<file path="src/rtl/lrep_pkg.sv">
package lrep_pkg;
  typedef enum logic [1:0] {
    PH_IDLE  = 2'd0,
    PH_DELAY = 2'd1,
    PH_HOLD  = 2'd2,
    PH_BOOST = 2'd3
  } phase_t;

  typedef enum logic {
    SIDE_HOST = 1'b0,
    SIDE_CARD = 1'b1
  } side_t;
endpackage

</file>
<file path="src/rtl/lrep_sync.sv">
module lrep_sync #(
  parameter int STAGES = 2
) (
  input  logic clk,
  input  logic rst,
  input  logic pad_i,
  output logic lvl_o,
  output logic fall_o
);
  logic [STAGES-1:0] chain;
  logic              prev;

  always_ff @(posedge clk) begin
    if (rst) begin
      chain <= '1;
      prev  <= 1'b1;
    end else begin
      chain <= {chain[STAGES-2:0], pad_i};
      prev  <= chain[STAGES-1];
    end
  end

  assign lvl_o  = chain[STAGES-1];
  assign fall_o = prev & ~chain[STAGES-1];
endmodule

</file>
<file path="src/rtl/lrep_ctrl.sv">
module lrep_ctrl
  import lrep_pkg::*;
#(
  parameter int EDGE_DLY = 10
) (
  input  logic       clk,
  input  logic       rst,
  input  logic       sess_en,
  input  logic [1:0] lvl,
  input  logic [1:0] fall,
  output logic       host_pull_low,
  output logic       host_pull_up,
  output logic       card_pull_low,
  output logic       card_pull_up
);
  localparam int CW       = $clog2(EDGE_DLY + 1);
  localparam int LOAD_DLY = EDGE_DLY - 4;
  localparam int LOAD_UP  = EDGE_DLY - 1;

  phase_t        phase;
  side_t         master;
  logic [CW-1:0] cnt;

  always_ff @(posedge clk) begin
    if (rst || !sess_en) begin
      phase         <= PH_IDLE;
      master        <= SIDE_HOST;
      cnt           <= '0;
      host_pull_low <= 1'b0;
      host_pull_up  <= 1'b0;
      card_pull_low <= 1'b0;
      card_pull_up  <= 1'b0;
    end else begin
      case (phase)
        PH_IDLE: begin
          if (fall[SIDE_HOST]) begin
            master <= SIDE_HOST;
            phase  <= PH_DELAY;
            cnt    <= CW'(LOAD_DLY);
          end else if (fall[SIDE_CARD]) begin
            master <= SIDE_CARD;
            phase  <= PH_DELAY;
            cnt    <= CW'(LOAD_DLY);
          end
        end
        PH_DELAY: begin
          if (cnt == '0) begin
            phase <= PH_HOLD;
            if (master == SIDE_HOST) card_pull_low <= 1'b1;
            else                     host_pull_low <= 1'b1;
          end else begin
            cnt <= cnt - 1'b1;
          end
        end
        PH_HOLD: begin
          if (lvl[master]) begin
            phase         <= PH_BOOST;
            cnt           <= CW'(LOAD_UP);
            host_pull_low <= 1'b0;
            card_pull_low <= 1'b0;
            if (master == SIDE_HOST) card_pull_up <= 1'b1;
            else                     host_pull_up <= 1'b1;
          end
        end
        default: begin
          if (cnt == '0) begin
            phase        <= PH_IDLE;
            host_pull_up <= 1'b0;
            card_pull_up <= 1'b0;
          end else begin
            cnt <= cnt - 1'b1;
          end
        end
      endcase
    end
  end

  assert_host_excl_R8: assert property (@(posedge clk) disable iff (rst)
    !(host_pull_low && host_pull_up));
  assert_card_excl_R8: assert property (@(posedge clk) disable iff (rst)
    !(card_pull_low && card_pull_up));
  assert_one_side_R8: assert property (@(posedge clk) disable iff (rst)
    !((host_pull_low || host_pull_up) && (card_pull_low || card_pull_up)));
  assert_sess_off_R7: assert property (@(posedge clk) disable iff (rst)
    !sess_en |=> !(host_pull_low || host_pull_up || card_pull_low || card_pull_up));
  assert_card_boost_R5: assert property (@(posedge clk) disable iff (rst)
    ($fell(card_pull_low) && $past(sess_en)) |-> card_pull_up);
  assert_host_boost_R5: assert property (@(posedge clk) disable iff (rst)
    ($fell(host_pull_low) && $past(sess_en)) |-> host_pull_up);
endmodule

</file>
<file path="src/rtl/line_repeater.sv">
module line_repeater #(
  parameter int EDGE_DLY    = 10,
  parameter int SYNC_STAGES = 2
) (
  input  logic clk,
  input  logic rst,
  input  logic sess_en,
  input  logic host_in,
  input  logic card_in,
  output logic host_pull_low,
  output logic host_pull_up,
  output logic card_pull_low,
  output logic card_pull_up
);
  localparam int NSIDES = 2;

  logic [NSIDES-1:0] pad;
  logic [NSIDES-1:0] lvl;
  logic [NSIDES-1:0] fall;

  assign pad = {card_in, host_in};

  for (genvar s = 0; s < NSIDES; s++) begin : g_side
    lrep_sync #(.STAGES(SYNC_STAGES)) i_sync (
      .clk    (clk),
      .rst    (rst),
      .pad_i  (pad[s]),
      .lvl_o  (lvl[s]),
      .fall_o (fall[s])
    );
  end

  lrep_ctrl #(.EDGE_DLY(EDGE_DLY)) i_ctrl (
    .clk           (clk),
    .rst           (rst),
    .sess_en       (sess_en),
    .lvl           (lvl),
    .fall          (fall),
    .host_pull_low (host_pull_low),
    .host_pull_up  (host_pull_up),
    .card_pull_low (card_pull_low),
    .card_pull_up  (card_pull_up)
  );
endmodule

</file>
<file path="config.mk">
export PLATFORM = sky130hd
export DESIGN_NAME = line_repeater
export DESIGN_NICKNAME = d
export VERILOG_FILES = /design/src/rtl/lrep_pkg.sv /design/src/rtl/lrep_sync.sv /design/src/rtl/lrep_ctrl.sv /design/src/rtl/line_repeater.sv
export SDC_FILE = /design/constraint.sdc
export NUM_CORES = 1
export LEC_CHECK = 0
export BUFFER_PORTS_ARGS = -buffer_cell sky130_fd_sc_hd__buf_4
export CAP_MARGIN = 20
export CORE_UTILIZATION = 60
export DETAILED_ROUTE_END_ITERATION = 7
export PLACE_DENSITY = 0.9
export SYNTH_ARGS = -nofsm -noshare
export SYNTH_HDL_FRONTEND = slang
export SYNTH_SLANG_ARGS = --single-unit
</file>
<file path="constraint.sdc">
create_clock -name clk -period 3.8 [get_ports clk]
set_input_delay 0.38 -clock clk [delete_from_list [all_inputs] [get_ports clk]]
set_output_delay 0.38 -clock clk [all_outputs]
set_load 0.01 [all_outputs]
</file>
==> impl_metrics.toml <==
[outcome]
outcome = "complete, no violations"

[timing]
slew_headroom = 0.675
grt_setup_unrepaired = "no"
fin_setup_tns_ns = 0
skew_ns = 0.00906
max_freq_mhz = 499
min_period_ns = 2.01
fin_crit_sh = 0.528
setup_viol = 0
final-max-slew-violation-count = 0
final-hold-violation-count = 0
worstMarginPinSlew_ns = 0.488

[clocking]
cts.htree.levels = 1
clk_path_buf_depth = 2
post_cts_buffers = 0
cts_repair_resize_count = 0
cts.clk_slew.worst_paths_ns = 0.10
clk_latency_ns = 0.30
cts_sinks = 17
root_buffer = "clkbuf_4"
cts-buffers-inserted = 3
ctsHoldBuffers = 0
cts_tree = "done"

[placed_design]
gp_congestion = 0.869
dpl.hpwl_um = 1250
post_dp_cell_area_um2 = 941
io_buffers = 8

[synthesis]
synth_area_leaders = "dfxtp_1 39%, ha_1 8.5%, or2_2 4.3%, a21oi_1 3.4%, nand2_1 3.4%"
avgSynthCellArea_um2 = 9.19
synth_top_area_frac = 0.386
synth_area_um2 = 882
yosysUniqueCellTypes = 38
ys.flop_type = "dfxtp_1"
ys_top_cells_by_count = "17 x dfxtp_1, 8 x nand2_1, 7 x inv_1"
yosysTopAreaCell = "dfxtp_1"
synth_edf_count = 0
ys_warn_count = 0
ys_ff_latch = 17
ys_seq_area_frac = 0.386
synth_most_common_cell = "dfxtp_1"
synth_cells = 96
async_reset_ff_frac = 0
synth.net_count = 107

[detailed_routing]
ant_nets = 0
wl_um = 1770
firstDrtPassIters = 4
num_vias = 745
drc = 0
wl_per_cell_um = 14.6
via_per_inst = 6.16
drt-initial-drc-count = 22

[setup_path]
worstSetupStartpointType = "flip-flop"
cp.required_ns = 4.01
critPathArrivalTime_ns = 2.22
worst-path-stages = 5
critical_path.startpoint = "i_ctrl.phase[0]"
path_class = "flip-flop to flip-flop"
cp_max_fo = 9
worstReg2RegStart = "i_ctrl.phase[0]"
worst_path_largest_cell_delay_ns = 0.52
timing.rr.end = "i_ctrl.cnt[0]"
cp_top_family = "compound AO/OA/AOI/OAI gates"
crit_end = "i_ctrl.cnt[0]"
critical_path_buf_inv_count = 1
r2r_slack_ns = 1.79
slowest_stage = "dfxtp_1"
endpoint_kind = "flip-flop"
crit_chain = "inv_1 -> ha_1 -> a32oi_1 -> a21oi_1 -> a311oi_1"
rr_worst_depth = 5

[die]
ioPinCount = 9
die_area_mm2 = 0.00163
die_x_um = 40.3
rows = 13
fp.coreArea_mm2 = 0.00133
start_util = 0.661
die_y_um = 40.3

[power]
clock_power_share = 0.287
swShare = 0.274
p_per_area_mw_per_mm2 = 354
p_seq_frac = 0.554
leakage_uw = 0.000366
intPower_uw = 250
power.switching_uw = 94.3
vdd_drop_max_uv = 217
power_frac_comb = 0.160

[min_path]
min_path_type = "input port to flip-flop"

[layout]
drive_above_1_share = 0.217
nets = 118
antenna_cells = 0
design_area_um2 = 971
syn_to_final_growth_pct = 10.1
multi_input_area_um2 = 495
nFillCells = 108
regArea_um2 = 340

[global_routing]
first_global_vias = 619
antenna_found_initial = 0
grt_remaining_overflow = 0
grt_max_degree = 12
grt_pass1_wl_um = 2690
track_usage = 0.255

[run]
max_cap_violations = 0
==> flip-flops by register name, summed over array words and instances, names as in the netlist <==
register / cells
i_ctrl.host_pull_low: 1
i_ctrl.cnt: 4
i_ctrl.card_pull_up: 1
i_ctrl.master: 1
g_side.i_sync.chain: 4
i_ctrl.phase: 2
i_ctrl.host_pull_up: 1
i_ctrl.card_pull_low: 1
g_side.i_sync.prev: 2
==> metrics by stage <==
stage | setup WS [ns] | std cells | hold slack [ns] | total power [uW] | utilization
2_1_floorplan | 2.11 | 96 | 0.389 | 235 | -
3_3_place_gp | 1.92 | 117 | 0.391 | 245 | 0.705
3_5_place_dp | 1.85 | 117 | 0.397 | 247 | 0.705
4_1_cts | 1.83 | 121 | 0.253 | 346 | 0.728
5_1_grt | 1.57 | 121 | 0.249 | 360 | 0.728
6_report | 1.79 | 121 | 0.258 | 344 | 0.728
==> layer usage <==
layer,GRT usage,share of wire,wire length (um)
met2,0.437,0.52,918
met3,0.0833,0.063,111
met1,0.300,0.42,739
met5,0,0,0
met4,0.0750,0,0
==> worst register-to-register path, stage by stage, from the launching register on <==
cell	delay (ns)
dfxtp_1	0.52
inv_1	0.19
ha_1	0.34
a32oi_1	0.47
a21oi_1	0.13
a311oi_1	0.26
==> power groups by stage <==
stage	Clock (uW)	Sequential (uW)	Combinational, uW
after floorplan	0	193	41.7
after global placement	0	194	51.1
after detailed placement	0	194	53.1
after CTS	102	190	54.0
after global routing	108	191	61.0
final	98.6	190	54.9
==> area by class of cell <==
type	instances	share of cell area
Clock inverter	1	0.00773
Tap cell	15	0.0193
Multi-Input combinational cell	70	0.510
Clock buffer	3	0.0232
Sequential cell	17	0.351
Inverter	7	0.0271
Timing Repair Buffer	8	0.0619
==> how the worst min path moves through the flow <==
stage                           endpoint                      start  depth (start not counted)
2_1_floorplan  g_side[0].i_sync.chain[1]  g_side[0].i_sync.chain[0]                          1
5_1_grt        g_side[1].i_sync.chain[0]                    card_in                          2
3_5_place_dp   g_side[0].i_sync.chain[1]  g_side[0].i_sync.chain[0]                          1
6_report       g_side[1].i_sync.chain[0]                    card_in                          2
3_3_place_gp   g_side[1].i_sync.chain[1]  g_side[1].i_sync.chain[0]                          1
4_1_cts        g_side[1].i_sync.chain[0]                    card_in                          2
==> placed cells by master, fill, tap and decap left out, types with 3 or more instances in the layout <==
cell type  instances
dfxtp_1           17
nand2_1            8
buf_4              8
inv_1              7
or2_2              6
a21oi_1            6
ha_1               6
o21ai_0            4
nor3_1             3
nor2_1             3
clkbuf_4           3
==> cell families after synthesis <==
| logic type | Yosys count | share of synthesized area |
|---|---|---|
| fa+ha+maj | 6 | 0.0851 |
| buf+inv | 9 | 0.0525 |
| xor+xnor | 1 | 0.00993 |
| compound gates | 27 | 0.216 |
| mux | 2 | 0.0227 |
| simple gates | 34 | 0.228 |
| flops | 17 | 0.386 |
(Power assumes the default switching activity.)
